<file path="config.mk">
export PLATFORM = sky130hd
export DESIGN_NAME = bb_io_recorder
export DESIGN_NICKNAME = d
export VERILOG_FILES = /design/src/rtl/bbr_pkg.sv /design/src/rtl/bbr_reg_track.sv /design/src/rtl/bbr_mem_track.sv /design/src/rtl/bb_io_recorder.sv
export SDC_FILE = /design/constraint.sdc
export NUM_CORES = 2
export LEC_CHECK = 0
export BUFFER_PORTS_ARGS = -buffer_cell sky130_fd_sc_hd__buf_2
export CORE_AREA = 4 4 504 506
export DETAILED_ROUTE_END_ITERATION = 8
export DIE_AREA = 0 0 508 510
export PLACE_DENSITY = 0.57
export REMOVE_ABC_BUFFERS = 1
export SLEW_MARGIN = 5
export SYNTH_ARGS = -nofsm -noshare
export SYNTH_HDL_FRONTEND = slang
export SYNTH_SLANG_ARGS = --single-unit
export TNS_END_PERCENT = 100
</file>
<file path="constraint.sdc">
create_clock -name clk -period 13.12 [get_ports clk]
set_clock_uncertainty 0.05 [all_clocks]
set_input_delay 0.656 -clock clk [delete_from_list [all_inputs] [get_ports clk]]
set_output_delay 0.656 -clock clk [all_outputs]
set_load 0.02 [all_outputs]
</file>
<file path="src/rtl/bbr_pkg.sv">
package bbr_pkg;
  localparam int DEF_NREG  = 32;
  localparam int DEF_DW    = 32;
  localparam int DEF_AW    = 32;
  localparam int DEF_NSRC  = 2;
  localparam int DEF_NRIN  = 4;
  localparam int DEF_NROUT = 5;
  localparam int DEF_NMIN  = 4;
  localparam int DEF_NMOUT = 2;

  // Thermometer code: the lowest n bits set.
  function automatic logic [31:0] therm(input int unsigned n);
    if (n >= 32) return '1;
    return (32'd1 << n) - 32'd1;
  endfunction
endpackage

</file>
<file path="src/rtl/bbr_reg_track.sv">
module bbr_reg_track #(
  parameter int NREG = bbr_pkg::DEF_NREG,
  parameter int DW   = bbr_pkg::DEF_DW,
  parameter int NSRC = bbr_pkg::DEF_NSRC,
  parameter int NIN  = bbr_pkg::DEF_NRIN,
  parameter int NOUT = bbr_pkg::DEF_NROUT,
  localparam int RW  = $clog2(NREG),
  localparam int ICW = $clog2(NIN + 1),
  localparam int OCW = $clog2(NOUT + 1)
) (
  input  logic                 clk,
  input  logic                 rst_n,
  input  logic                 step,
  input  logic                 close,
  input  logic [NSRC-1:0]      src_en,
  input  logic [NSRC*RW-1:0]   src_reg,
  input  logic [NSRC*DW-1:0]   src_val,
  input  logic                 dst_en,
  input  logic [RW-1:0]        dst_reg,
  input  logic [DW-1:0]        dst_val,
  input  logic                 dst_dead,
  output logic                 ovf,
  output logic [NREG-1:0]      ent_in_mask,
  output logic [NIN-1:0]       ent_in_full,
  output logic [NIN*RW-1:0]    ent_in_reg,
  output logic [NIN*DW-1:0]    ent_in_val,
  output logic [NREG-1:0]      ent_out_mask,
  output logic [NOUT-1:0]      ent_out_full,
  output logic [NOUT*RW-1:0]   ent_out_reg,
  output logic [NOUT*DW-1:0]   ent_out_val
);
  // accumulated state of the running block
  logic [NREG-1:0] in_mask_q, out_mask_q;
  logic [ICW-1:0]  in_cnt_q;
  logic [OCW-1:0]  out_cnt_q;
  logic [RW-1:0]   in_reg_q  [NIN];
  logic [DW-1:0]   in_val_q  [NIN];
  logic [RW-1:0]   out_reg_q [NOUT];
  logic [DW-1:0]   out_val_q [NOUT];

  // state after the current instruction
  logic [NREG-1:0] in_mask_a, out_mask_a;
  logic [ICW-1:0]  in_cnt_a;
  logic [OCW-1:0]  out_cnt_a;
  logic [RW-1:0]   in_reg_a  [NIN];
  logic [DW-1:0]   in_val_a  [NIN];
  logic [RW-1:0]   out_reg_a [NOUT];
  logic [DW-1:0]   out_val_a [NOUT];

  // captured entry
  logic [NREG-1:0] e_in_mask_q, e_out_mask_q;
  logic [ICW-1:0]  e_in_cnt_q;
  logic [OCW-1:0]  e_out_cnt_q;
  logic [RW-1:0]   e_in_reg_q  [NIN];
  logic [DW-1:0]   e_in_val_q  [NIN];
  logic [RW-1:0]   e_out_reg_q [NOUT];
  logic [DW-1:0]   e_out_val_q [NOUT];

  always_comb begin
    logic [RW-1:0] sr;
    logic          placed;
    in_mask_a  = in_mask_q;
    in_cnt_a   = in_cnt_q;
    in_reg_a   = in_reg_q;
    in_val_a   = in_val_q;
    out_mask_a = out_mask_q;
    out_cnt_a  = out_cnt_q;
    out_reg_a  = out_reg_q;
    out_val_a  = out_val_q;
    ovf        = 1'b0;
    sr         = '0;
    placed     = 1'b0;
    // sources first: an input only if not produced inside the block
    for (int s = 0; s < NSRC; s++) begin
      sr = src_reg[s*RW +: RW];
      if (step && src_en[s] && !out_mask_q[sr] && !in_mask_a[sr]) begin
        placed = 1'b0;
        for (int k = 0; k < NIN; k++) begin
          if (!placed && ICW'(k) == in_cnt_a) begin
            in_reg_a[k] = sr;
            in_val_a[k] = src_val[s*DW +: DW];
            placed      = 1'b1;
          end
        end
        if (placed) begin
          in_mask_a[sr] = 1'b1;
          in_cnt_a      = in_cnt_a + 1'b1;
        end else begin
          ovf = 1'b1;
        end
      end
    end
    // destination after sources; dead results are dropped
    if (step && dst_en && !dst_dead) begin
      if (out_mask_q[dst_reg]) begin
        for (int j = 0; j < NOUT; j++) begin
          if (OCW'(j) < out_cnt_q && out_reg_q[j] == dst_reg) out_val_a[j] = dst_val;
        end
      end else begin
        placed = 1'b0;
        for (int j = 0; j < NOUT; j++) begin
          if (!placed && OCW'(j) == out_cnt_q) begin
            out_reg_a[j] = dst_reg;
            out_val_a[j] = dst_val;
            placed       = 1'b1;
          end
        end
        if (placed) begin
          out_mask_a[dst_reg] = 1'b1;
          out_cnt_a           = out_cnt_q + 1'b1;
        end else begin
          ovf = 1'b1;
        end
      end
    end
  end

  always_ff @(posedge clk or negedge rst_n) begin
    if (!rst_n) begin
      in_mask_q  <= '0;
      out_mask_q <= '0;
      in_cnt_q   <= '0;
      out_cnt_q  <= '0;
      for (int k = 0; k < NIN; k++) begin
        in_reg_q[k] <= '0;
        in_val_q[k] <= '0;
      end
      for (int j = 0; j < NOUT; j++) begin
        out_reg_q[j] <= '0;
        out_val_q[j] <= '0;
      end
    end else if (close) begin
      in_mask_q  <= '0;
      out_mask_q <= '0;
      in_cnt_q   <= '0;
      out_cnt_q  <= '0;
    end else if (step) begin
      in_mask_q  <= in_mask_a;
      out_mask_q <= out_mask_a;
      in_cnt_q   <= in_cnt_a;
      out_cnt_q  <= out_cnt_a;
      in_reg_q   <= in_reg_a;
      in_val_q   <= in_val_a;
      out_reg_q  <= out_reg_a;
      out_val_q  <= out_val_a;
    end
  end

  always_ff @(posedge clk or negedge rst_n) begin
    if (!rst_n) begin
      e_in_mask_q  <= '0;
      e_out_mask_q <= '0;
      e_in_cnt_q   <= '0;
      e_out_cnt_q  <= '0;
      for (int k = 0; k < NIN; k++) begin
        e_in_reg_q[k] <= '0;
        e_in_val_q[k] <= '0;
      end
      for (int j = 0; j < NOUT; j++) begin
        e_out_reg_q[j] <= '0;
        e_out_val_q[j] <= '0;
      end
    end else if (close) begin
      e_in_mask_q  <= in_mask_a;
      e_out_mask_q <= out_mask_a;
      e_in_cnt_q   <= in_cnt_a;
      e_out_cnt_q  <= out_cnt_a;
      e_in_reg_q   <= in_reg_a;
      e_in_val_q   <= in_val_a;
      e_out_reg_q  <= out_reg_a;
      e_out_val_q  <= out_val_a;
    end
  end

  assign ent_in_mask  = e_in_mask_q;
  assign ent_out_mask = e_out_mask_q;
  assign ent_in_full  = NIN'(bbr_pkg::therm(32'(e_in_cnt_q)));
  assign ent_out_full = NOUT'(bbr_pkg::therm(32'(e_out_cnt_q)));

  for (genvar g = 0; g < NIN; g++) begin : g_in
    assign ent_in_reg[g*RW +: RW] = e_in_reg_q[g];
    assign ent_in_val[g*DW +: DW] = e_in_val_q[g];
  end
  for (genvar g = 0; g < NOUT; g++) begin : g_out
    assign ent_out_reg[g*RW +: RW] = e_out_reg_q[g];
    assign ent_out_val[g*DW +: DW] = e_out_val_q[g];
  end
endmodule

</file>
<file path="src/rtl/bbr_mem_track.sv">
module bbr_mem_track #(
  parameter int AW   = bbr_pkg::DEF_AW,
  parameter int DW   = bbr_pkg::DEF_DW,
  parameter int NIN  = bbr_pkg::DEF_NMIN,
  parameter int NOUT = bbr_pkg::DEF_NMOUT,
  localparam int ICW = $clog2(NIN + 1),
  localparam int OCW = $clog2(NOUT + 1)
) (
  input  logic               clk,
  input  logic               rst_n,
  input  logic               step,
  input  logic               close,
  input  logic [AW-1:0]      pc,
  input  logic               ld_en,
  input  logic               st_en,
  input  logic [AW-1:0]      addr,
  input  logic [DW-1:0]      data,
  output logic               ovf,
  output logic [NIN-1:0]     ent_in_full,
  output logic [NIN*AW-1:0]  ent_in_pc,
  output logic [NIN*AW-1:0]  ent_in_addr,
  output logic [NIN*DW-1:0]  ent_in_data,
  output logic [NOUT-1:0]    ent_out_full,
  output logic [NOUT*AW-1:0] ent_out_pc,
  output logic [NOUT*AW-1:0] ent_out_addr,
  output logic [NOUT*DW-1:0] ent_out_data
);
  logic [ICW-1:0] in_cnt_q, in_cnt_a, e_in_cnt_q;
  logic [OCW-1:0] out_cnt_q, out_cnt_a, e_out_cnt_q;
  logic [AW-1:0]  in_pc_q [NIN],  in_addr_q [NIN],  in_pc_a [NIN],  in_addr_a [NIN];
  logic [DW-1:0]  in_data_q [NIN], in_data_a [NIN];
  logic [AW-1:0]  out_pc_q [NOUT], out_addr_q [NOUT], out_pc_a [NOUT], out_addr_a [NOUT];
  logic [DW-1:0]  out_data_q [NOUT], out_data_a [NOUT];
  logic [AW-1:0]  e_in_pc_q [NIN],  e_in_addr_q [NIN];
  logic [DW-1:0]  e_in_data_q [NIN];
  logic [AW-1:0]  e_out_pc_q [NOUT], e_out_addr_q [NOUT];
  logic [DW-1:0]  e_out_data_q [NOUT];

  always_comb begin
    logic fwd;
    logic placed;
    in_cnt_a   = in_cnt_q;
    in_pc_a    = in_pc_q;
    in_addr_a  = in_addr_q;
    in_data_a  = in_data_q;
    out_cnt_a  = out_cnt_q;
    out_pc_a   = out_pc_q;
    out_addr_a = out_addr_q;
    out_data_a = out_data_q;
    ovf        = 1'b0;
    fwd        = 1'b0;
    placed     = 1'b0;
    // a load fed by a store held in this block is not upward-exposed
    for (int j = 0; j < NOUT; j++) begin
      if (OCW'(j) < out_cnt_q && out_addr_q[j] == addr) fwd = 1'b1;
    end
    if (step && ld_en && !fwd) begin
      for (int k = 0; k < NIN; k++) begin
        if (!placed && ICW'(k) == in_cnt_q) begin
          in_pc_a[k]   = pc;
          in_addr_a[k] = addr;
          in_data_a[k] = data;
          placed       = 1'b1;
        end
      end
      if (placed) in_cnt_a = in_cnt_q + 1'b1;
      else        ovf      = 1'b1;
    end
    placed = 1'b0;
    if (step && st_en) begin
      for (int j = 0; j < NOUT; j++) begin
        if (!placed && OCW'(j) == out_cnt_q) begin
          out_pc_a[j]   = pc;
          out_addr_a[j] = addr;
          out_data_a[j] = data;
          placed        = 1'b1;
        end
      end
      if (placed) out_cnt_a = out_cnt_q + 1'b1;
      else        ovf       = 1'b1;
    end
  end

  always_ff @(posedge clk or negedge rst_n) begin
    if (!rst_n) begin
      in_cnt_q  <= '0;
      out_cnt_q <= '0;
      for (int k = 0; k < NIN; k++) begin
        in_pc_q[k]   <= '0;
        in_addr_q[k] <= '0;
        in_data_q[k] <= '0;
      end
      for (int j = 0; j < NOUT; j++) begin
        out_pc_q[j]   <= '0;
        out_addr_q[j] <= '0;
        out_data_q[j] <= '0;
      end
    end else if (close) begin
      in_cnt_q  <= '0;
      out_cnt_q <= '0;
    end else if (step) begin
      in_cnt_q   <= in_cnt_a;
      out_cnt_q  <= out_cnt_a;
      in_pc_q    <= in_pc_a;
      in_addr_q  <= in_addr_a;
      in_data_q  <= in_data_a;
      out_pc_q   <= out_pc_a;
      out_addr_q <= out_addr_a;
      out_data_q <= out_data_a;
    end
  end

  always_ff @(posedge clk or negedge rst_n) begin
    if (!rst_n) begin
      e_in_cnt_q  <= '0;
      e_out_cnt_q <= '0;
      for (int k = 0; k < NIN; k++) begin
        e_in_pc_q[k]   <= '0;
        e_in_addr_q[k] <= '0;
        e_in_data_q[k] <= '0;
      end
      for (int j = 0; j < NOUT; j++) begin
        e_out_pc_q[j]   <= '0;
        e_out_addr_q[j] <= '0;
        e_out_data_q[j] <= '0;
      end
    end else if (close) begin
      e_in_cnt_q   <= in_cnt_a;
      e_out_cnt_q  <= out_cnt_a;
      e_in_pc_q    <= in_pc_a;
      e_in_addr_q  <= in_addr_a;
      e_in_data_q  <= in_data_a;
      e_out_pc_q   <= out_pc_a;
      e_out_addr_q <= out_addr_a;
      e_out_data_q <= out_data_a;
    end
  end

  assign ent_in_full  = NIN'(bbr_pkg::therm(32'(e_in_cnt_q)));
  assign ent_out_full = NOUT'(bbr_pkg::therm(32'(e_out_cnt_q)));

  for (genvar g = 0; g < NIN; g++) begin : g_in
    assign ent_in_pc[g*AW +: AW]   = e_in_pc_q[g];
    assign ent_in_addr[g*AW +: AW] = e_in_addr_q[g];
    assign ent_in_data[g*DW +: DW] = e_in_data_q[g];
  end
  for (genvar g = 0; g < NOUT; g++) begin : g_out
    assign ent_out_pc[g*AW +: AW]   = e_out_pc_q[g];
    assign ent_out_addr[g*AW +: AW] = e_out_addr_q[g];
    assign ent_out_data[g*DW +: DW] = e_out_data_q[g];
  end
endmodule

</file>
<file path="src/rtl/bb_io_recorder.sv">
module bb_io_recorder #(
  parameter int NREG  = bbr_pkg::DEF_NREG,
  parameter int DW    = bbr_pkg::DEF_DW,
  parameter int AW    = bbr_pkg::DEF_AW,
  parameter int NSRC  = bbr_pkg::DEF_NSRC,
  parameter int NRIN  = bbr_pkg::DEF_NRIN,
  parameter int NROUT = bbr_pkg::DEF_NROUT,
  parameter int NMIN  = bbr_pkg::DEF_NMIN,
  parameter int NMOUT = bbr_pkg::DEF_NMOUT,
  localparam int RW   = $clog2(NREG)
) (
  input  logic                  clk,
  input  logic                  rst_n,
  input  logic                  ci_valid,
  input  logic [AW-1:0]         ci_pc,
  input  logic [NSRC-1:0]       ci_src_en,
  input  logic [NSRC*RW-1:0]    ci_src_reg,
  input  logic [NSRC*DW-1:0]    ci_src_val,
  input  logic                  ci_dst_en,
  input  logic [RW-1:0]         ci_dst_reg,
  input  logic [DW-1:0]         ci_dst_val,
  input  logic                  ci_dst_dead,
  input  logic                  ci_ld_en,
  input  logic                  ci_st_en,
  input  logic [AW-1:0]         ci_mem_addr,
  input  logic [DW-1:0]         ci_mem_data,
  input  logic                  ci_blk_end,
  input  logic [AW-1:0]         ci_next_pc,
  output logic                  ent_valid,
  output logic                  ent_reusable,
  output logic [AW-1:0]         ent_start_pc,
  output logic [AW-1:0]         ent_next_pc,
  output logic [NREG-1:0]       ent_rin_mask,
  output logic [NRIN-1:0]       ent_rin_full,
  output logic [NRIN*RW-1:0]    ent_rin_reg,
  output logic [NRIN*DW-1:0]    ent_rin_val,
  output logic [NREG-1:0]       ent_rout_mask,
  output logic [NROUT-1:0]      ent_rout_full,
  output logic [NROUT*RW-1:0]   ent_rout_reg,
  output logic [NROUT*DW-1:0]   ent_rout_val,
  output logic [NMIN-1:0]       ent_min_full,
  output logic [NMIN*AW-1:0]    ent_min_pc,
  output logic [NMIN*AW-1:0]    ent_min_addr,
  output logic [NMIN*DW-1:0]    ent_min_data,
  output logic [NMOUT-1:0]      ent_mout_full,
  output logic [NMOUT*AW-1:0]   ent_mout_pc,
  output logic [NMOUT*AW-1:0]   ent_mout_addr,
  output logic [NMOUT*DW-1:0]   ent_mout_data
);
  logic          step, close;
  logic          reg_ovf, mem_ovf;
  logic          ovf_q, ovf_d;
  logic          in_blk_q, in_blk_d;
  logic [AW-1:0] start_q, start_d;
  logic          ev_q;
  logic          reuse_q;
  logic [AW-1:0] e_start_q, e_next_q;

  assign step  = ci_valid;
  assign close = ci_valid && ci_blk_end;

  bbr_reg_track #(
    .NREG(NREG), .DW(DW), .NSRC(NSRC), .NIN(NRIN), .NOUT(NROUT)
  ) u_regs (
    .clk(clk), .rst_n(rst_n), .step(step), .close(close),
    .src_en(ci_src_en), .src_reg(ci_src_reg), .src_val(ci_src_val),
    .dst_en(ci_dst_en), .dst_reg(ci_dst_reg), .dst_val(ci_dst_val), .dst_dead(ci_dst_dead),
    .ovf(reg_ovf),
    .ent_in_mask(ent_rin_mask), .ent_in_full(ent_rin_full),
    .ent_in_reg(ent_rin_reg), .ent_in_val(ent_rin_val),
    .ent_out_mask(ent_rout_mask), .ent_out_full(ent_rout_full),
    .ent_out_reg(ent_rout_reg), .ent_out_val(ent_rout_val)
  );

  bbr_mem_track #(
    .AW(AW), .DW(DW), .NIN(NMIN), .NOUT(NMOUT)
  ) u_mem (
    .clk(clk), .rst_n(rst_n), .step(step), .close(close),
    .pc(ci_pc), .ld_en(ci_ld_en), .st_en(ci_st_en),
    .addr(ci_mem_addr), .data(ci_mem_data),
    .ovf(mem_ovf),
    .ent_in_full(ent_min_full), .ent_in_pc(ent_min_pc),
    .ent_in_addr(ent_min_addr), .ent_in_data(ent_min_data),
    .ent_out_full(ent_mout_full), .ent_out_pc(ent_mout_pc),
    .ent_out_addr(ent_mout_addr), .ent_out_data(ent_mout_data)
  );

  // next-state for block framing and overflow
  always_comb begin
    ovf_d    = ovf_q || reg_ovf || mem_ovf;
    start_d  = in_blk_q ? start_q : ci_pc;
    in_blk_d = in_blk_q;
    if (close)     in_blk_d = 1'b0;
    else if (step) in_blk_d = 1'b1;
  end

  always_ff @(posedge clk or negedge rst_n) begin
    if (!rst_n) begin
      ovf_q    <= 1'b0;
      in_blk_q <= 1'b0;
      start_q  <= '0;
    end else if (step) begin
      ovf_q    <= close ? 1'b0 : ovf_d;
      in_blk_q <= in_blk_d;
      start_q  <= start_d;
    end
  end

  always_ff @(posedge clk or negedge rst_n) begin
    if (!rst_n) begin
      ev_q      <= 1'b0;
      reuse_q   <= 1'b0;
      e_start_q <= '0;
      e_next_q  <= '0;
    end else begin
      ev_q <= close;
      if (close) begin
        reuse_q   <= !ovf_d;
        e_start_q <= start_d;
        e_next_q  <= ci_next_pc;
      end
    end
  end

  assign ent_valid    = ev_q;
  assign ent_reusable = reuse_q;
  assign ent_start_pc = e_start_q;
  assign ent_next_pc  = e_next_q;
endmodule

</file>
Yosys cells after proc, flatten, opt, wreduce, memory -nomap -nowiden:

Index checks and enable logic that the tools add are counted.
W data, S select, Z words.

* output and inout bits: 1054
* register bits after elaboration: 2068
* bits of input ports: 249

* reductions and logical operators: 66
* shift operators: 4
* add/sub/neg operators: 9
* bitwise gates (word level): 4
* equal/unequal tests: 21
* multiplexer cells: 168
* $lt $le $gt $ge: 13

Operator list (count)
* $mux W32: 48
* $mux W128: 5
* $mux W160: 2
* $mux W64: 3
* $or A32 B32 Y32: 3
* $mux W1: 66
* $mux W5: 13
* $eq A32 B32 Y1: 2
* $mux W25: 2
* $mux W3: 15
* $mux W20: 2
* $logic_and A1 B1 Y1: 36
* $bmux W1 S5: 5
* $eq A5 B5 Y1: 5
* $eq A2 B3 Y1 const A: 8
* $logic_not A1 Y1: 21
* $lt A5 B6 Y1 const B: 3
* $demux W1 S5: 3
* $ge A5 B1 Y1 const B: 3
* $add A3 B1 Y3 const B: 4
* $eq A1 B3 Y1 const A: 4
* $logic_not A3 Y1: 4
* $mux W2: 4
* $shl A1 B3 Y4 const A: 2
* other kinds (17): 22

Depth between registers and ports, before layout:

* depth after elaboration: 45
* gate-level depth with buffers: 20
* mapped depth without buffers: 15

Cells and area by module:

A second synthesis with hierarchy kept.

* cell total of the unflattened synthesis: 8678
* area, all modules: 94560.7 sq um

By module, submodules not included
* bbr_mem_track: seq. area each 29077.9 sq um, instances 1, cells each 4647, area each 51052.7 sq um
* bbr_reg_track: seq. area each 20169.3 sq um, instances 1, cells each 3739, area each 39334.0 sq um
* bb_io_recorder: seq. area each 2502.4 sq um, instances 1, cells each 292, area each 4174.0 sq um

Worst setup path after synthesis:

No wires, ideal clock.

* path type: in2reg
* start: in ci_src_reg[1]
* end: reg u_regs.e_in_val_q, in the netlist u_regs.ent_in_val[100]
* cell stages on the path: 19
* arrival: 4605 ps
* slack: 8333 ps
* data required time: 12938 ps
* buffers on the path: 4
* path through: buf_6 -> mux2_1 -> a22oi_1 -> nor2_1 -> or4_4 -> buf_2 -> or3_1 -> nor2_4 -> xnor2_1 -> inv_1 -> ha_1 -> nor3_1 -> inv_1 -> a21boi_0 -> or4b_1 -> buf_4 -> buf_6 -> mux2i_1 -> o21ai_1

* cells in the longest elaborated chain, start to end: 21
* elaborated cells on any way between the ends: 40
* those cells by class: order compare: 2; eq/ne: 3; mux: 20; bitwise: 1; reduce/logical: 14

RTL lines
* from (decl): RTL line bb_io_recorder.sv:17 `input logic [NSRC*RW-1:0] ci_src_reg,`
* $bmux W1 S5: RTL line bbr_reg_track.sv:76 `if (step && src_en[s] && !out_mask_q[sr] && !in_mask_a[sr]) begin`
* $mux W1 (not written as such): RTL line bbr_reg_track.sv:76
* $logic_not A1 Y1: RTL line bbr_reg_track.sv:76
* $logic_and A1 B1 Y1 (2 in a row): RTL line bbr_reg_track.sv:76
* $mux W3: RTL line bbr_reg_track.sv:76
* $logic_not A3 Y1: RTL line bbr_reg_track.sv:79 `if (!placed && ICW'(k) == in_cnt_a) begin`
* $mux W1: RTL line bbr_reg_track.sv:79
* $mux W1: RTL line bbr_reg_track.sv:76
* [... 4 more ...]
* $logic_not A1 Y1: RTL line bbr_reg_track.sv:79
* $logic_and A1 B1 Y1: RTL line bbr_reg_track.sv:79
* $mux W1: RTL line bbr_reg_track.sv:79
* $mux W1: RTL line bbr_reg_track.sv:76
* $logic_not A1 Y1: RTL line bbr_reg_track.sv:79
* $logic_and A1 B1 Y1: RTL line bbr_reg_track.sv:79
* $mux W32: RTL line bbr_reg_track.sv:79
* $mux W128 (*): RTL line bbr_reg_track.sv:76
* to (signal assigned): RTL line bbr_reg_track.sv:169 `e_in_val_q <= in_val_a;`
* to (decl): RTL line bbr_reg_track.sv:55 `logic [DW-1:0] e_in_val_q [NIN];`

Every way passes the cells marked *; elsewhere a longest branch is shown, timed or not. The select of a mux whose other input is x is not followed.
A chain may end at the register's enable or synchronous reset.

Worst setup path after layout:

* start: reg u_mem.out_addr_q[51] (netlist bit)
* end: reg u_mem.in_addr_q[85] (netlist bit)

* cells in the longest elaborated chain, start to end: 7

RTL lines
* from (decl): RTL line bbr_mem_track.sv:32 `logic [AW-1:0] out_pc_q [NOUT], out_addr_q [NOUT], out_pc_a [NOUT], out_addr_a [NOUT];`
* from (signal assigned): RTL line bbr_mem_track.sv:108 `out_addr_q <= out_addr_a;`
* $eq A32 B32 Y1: RTL line bbr_mem_track.sv:55 `if (OCW'(j) < out_cnt_q && out_addr_q[j] == addr) fwd = 1'b1;`
* $logic_and A1 B1 Y1: RTL line bbr_mem_track.sv:55
* $mux W1 (2 in a row): RTL line bbr_mem_track.sv:55
* $logic_not A1 Y1: RTL line bbr_mem_track.sv:57 `if (step && ld_en && !fwd) begin`
* $logic_and A1 B1 Y1: RTL line bbr_mem_track.sv:57
* $mux W128: RTL line bbr_mem_track.sv:57
* to (signal assigned): RTL line bbr_mem_track.sv:105 `in_addr_q <= in_addr_a;`
* to (decl): RTL line bbr_mem_track.sv:30 `logic [AW-1:0] in_pc_q [NIN], in_addr_q [NIN], in_pc_a [NIN], in_addr_a [NIN];`

No other way between the ends.

==> results.json <==
{
  "status": "finished clean",
  "grtUsageMet2": 0.368,
  "rows": 184,
  "postPlaceCellArea_mm2": 0.0995,
  "fp.dieW_um": 508,
  "wl_per_cell_um": 24.3,
  "min_period_ps": 5610,
  "fillers": 23800,
  "area.growth.synth_to_final_pct": 18.4,
  "yosysMostFrequentCell": "dfrtp_1",
  "pwr-share-seq": 0.443,
  "synthTopCellsByCount": "dfrtp_1 (2068), nand2_1 (1266), mux2_2 (911), mux2i_1 (907), o21ai_0 (862)",
  "ir_worst_vdd_v": 0.000141,
  "viasPerCell": 5.17,
  "clk_pin_slew_ps": 70,
  "p_int_mw": 12.6,
  "path_cells": "xor2_1 -> nor4_1 -> buf_4 -> nand4_1 -> nor4_1 -> nand4_1 -> o2111ai_1 -> nor2_1 -> nand3b_1 -> or2_4 -> buf_4 -> mux2_2",
  "cp-end-kind": "flip-flop",
  "drv_cap": 0,
  "synth_edf_count": 0,
  "clkPwrFrac": 0.329,
  "critical_path_class": "flip-flop to flip-flop",
  "dpl.hpwl_mm": 202,
  "netlist.area_leader.share": 0.572,
  "hold_viol": 0,
  "synth_ff_type": "dfrtp_1",
  "worst_ep_required_time_ps": 13800,
  "use_met3": 0.0773,
  "stdcell_area_mm2": 0.107,
  "initial_utilization": 0.362,
  "postCtsHoldBufs": 42,
  "postCtsSetupBuffers": 0,
  "netlist_area_mm2": 0.0904,
  "grt_util_met1": 0.279,
  "clkSinkCount": 2068,
  "grt_pass1_vias": 64900,
  "fin_setup_tns_ps": 0,
  "root_buffer": "clkbuf_16",
  "cts_made_buffers": 222,
  "clkLatencyLatePin_ps": 870,
  "die-area_mm2": 0.259,
  "grt.busiest_layer": "met2",
  "ys_async_sr_fraction": 1.00,
  "drtIter0Drc": 4543,
  "hp-class": "primary input to flip-flop",
  "ant_nets": 0,
  "overflow": 0,
  "switching_share": 0.328,
  "cp-start-kind": "flip-flop",
  "comb_power_share": 0.228,
  "netSwitchingPower_mw": 6.15,
  "crit_path_max_fanout": 50,
  "grtUsageTotal": 0.225,
  "p_leak_nw": 54.8,
  "grt_first_pass_wirelength_mm": 441,
  "antenna_found_initial": 36,
  "drv_slew": 0,
  "core_mm2": 0.250,
  "ys_seq_area_frac": 0.572,
  "die_h_um": 510,
  "clockBufferDepth": 3,
  "cts_resized": 0,
  "period_share": 0.428,
  "dr.pass1.iters": 6,
  "yosysTopAreaCell": "dfrtp_1",
  "grt_max_degree": 261,
  "synthTopCellsByArea": "dfrtp_1 (57%), mux2_2 (11%), mux2i_1 (10%)",
  "place_congestion": 0.903,
  "worstMarginPinSlew_ps": 1330,
  "rsz0062_at_grt": "false",
  "pin_count": 1303,
  "setup_violations": 0,
  "ys_types": 81,
  "postSynthCellCount": 7848,
  "fmax_mhz": 178,
  "drt-total-wl_mm": 300,
  "cts.htree.levels": 4,
  "drc": 0,
  "powerDensity_mw_per_mm2": 175,
  "crit_arrival_ps": 6290,
  "cpPeakStageDelay_ps": 860,
  "cts_tree": "built",
  "finalNetCount": 9106,
  "port_buffers": 1302,
  "ys_warn_count": 0,
  "critPathSlowestCell": "nor4_1",
  "num_vias": 64000,
  "drive_gt1_frac": 0.301,
  "yosys_register_bits": 2068,
  "slew_headroom": 0.114,
  "syn_avg_cell_area_um2": 11.5
}
## power groups by stage
| stage | registers (mW) | clock network (mW) | logic, mW |
|---|---|---|---|
| 2_1_floorplan | 9.00 | 0 | 2.05 |
| 4_1_cts | 8.29 | 6.35 | 4.34 |
| 6_report | 8.29 | 6.17 | 4.27 |
| 5_1_grt | 8.42 | 6.60 | 4.69 |
| 3_3_place_gp | 8.34 | 0 | 4.22 |
| 3_5_place_dp | 8.39 | 0 | 4.32 |
## kinds of logic after synthesis
logic type | synth area share
multiplexers | 0.225
flip-flops | 0.572
adder cells (fa/ha/maj) | 0.00304
AND/OR/NAND/NOR | 0.0763
AO/OA/AOI/OAI | 0.0828
buffers and inverters | 0.0308
XOR/XNOR | 0.00940
## per-layer routing
layer  wire [um]  part of all wire  up-vias
met4       10900             0.036       24
li1            -                 -    29100
met5         176           0.00059        -
met2      141000              0.47     1876
met3       26000             0.087      448
met1      122000              0.41    32500
## path summary, 6_finish.rpt
path / startpoint / end / slack, ps / cells after the start
setup / recovery: u_mem.out_addr_q[51] / u_mem.in_addr_q[85] / 7510 / 12
hold / removal: ci_dst_val[29] / u_regs.out_val_q[93] / 110 / 2
setup reg to reg: u_mem.out_addr_q[51] / u_mem.in_addr_q[85] / 7510 / 12
hold reg to reg: ent_next_pc[16] / ent_next_pc[16] / 420 / 2
max in group asynchronous: rst_n / u_mem.in_pc_q[76] / 9560 / 5
min in group asynchronous: rst_n / u_regs.ent_out_reg[9] / 360 / 2
## cells in the final DEF, fill, tap and decap left out, types with 92 or more instances in the layout
cell type / instances
dfrtp_1: 2067
nand2_1: 1262
o21ai_1: 179
buf_2: 1301
o31ai_1: 111
a21oi_1: 92
nor2_1: 242
mux2_2: 911
clkbuf_16: 222
mux2i_1: 907
o21ai_0: 862
## through the flow
step,power (mW),worst slack (ps),utilization,instances,hold WS (ps)
3_3_place_gp,12.6,6420,0.398,11900,402
6_report,18.7,7510,0.428,12400,108
4_1_cts,19.0,7050,0.428,12400,2.48
5_1_grt,19.7,7050,0.428,12400,35.4
3_5_place_dp,12.7,6460,0.398,11900,408
2_1_floorplan,11.0,-32750,-,7177,310
## final cells by class
cell class | instances | area [um^2] | share of cell area
Antenna cell | 10 | 25.0 | 0.000234
Clock buffer | 324 | 6300 | 0.0588
Clock inverter | 69 | 815 | 0.00761
Inverter | 33 | 126 | 0.00118
Multi-Input combinational cell | 5076 | 36000 | 0.337
Sequential cell | 2068 | 51800 | 0.483
Tap cell | 3348 | 4190 | 0.0391
Timing Repair Buffer | 1434 | 7790 | 0.0728
## critical path, delay by kind of cell, from the launching register on
family	cells	cell delay (ps)
AO/OA/AOI/OAI	1	280
buffers and inverters	2	1010
flip-flops	1	400
multiplexers	1	420
AND/OR/NAND/NOR	7	2900
XOR/XNOR	1	180
Power figures use the tool's default switching activity.
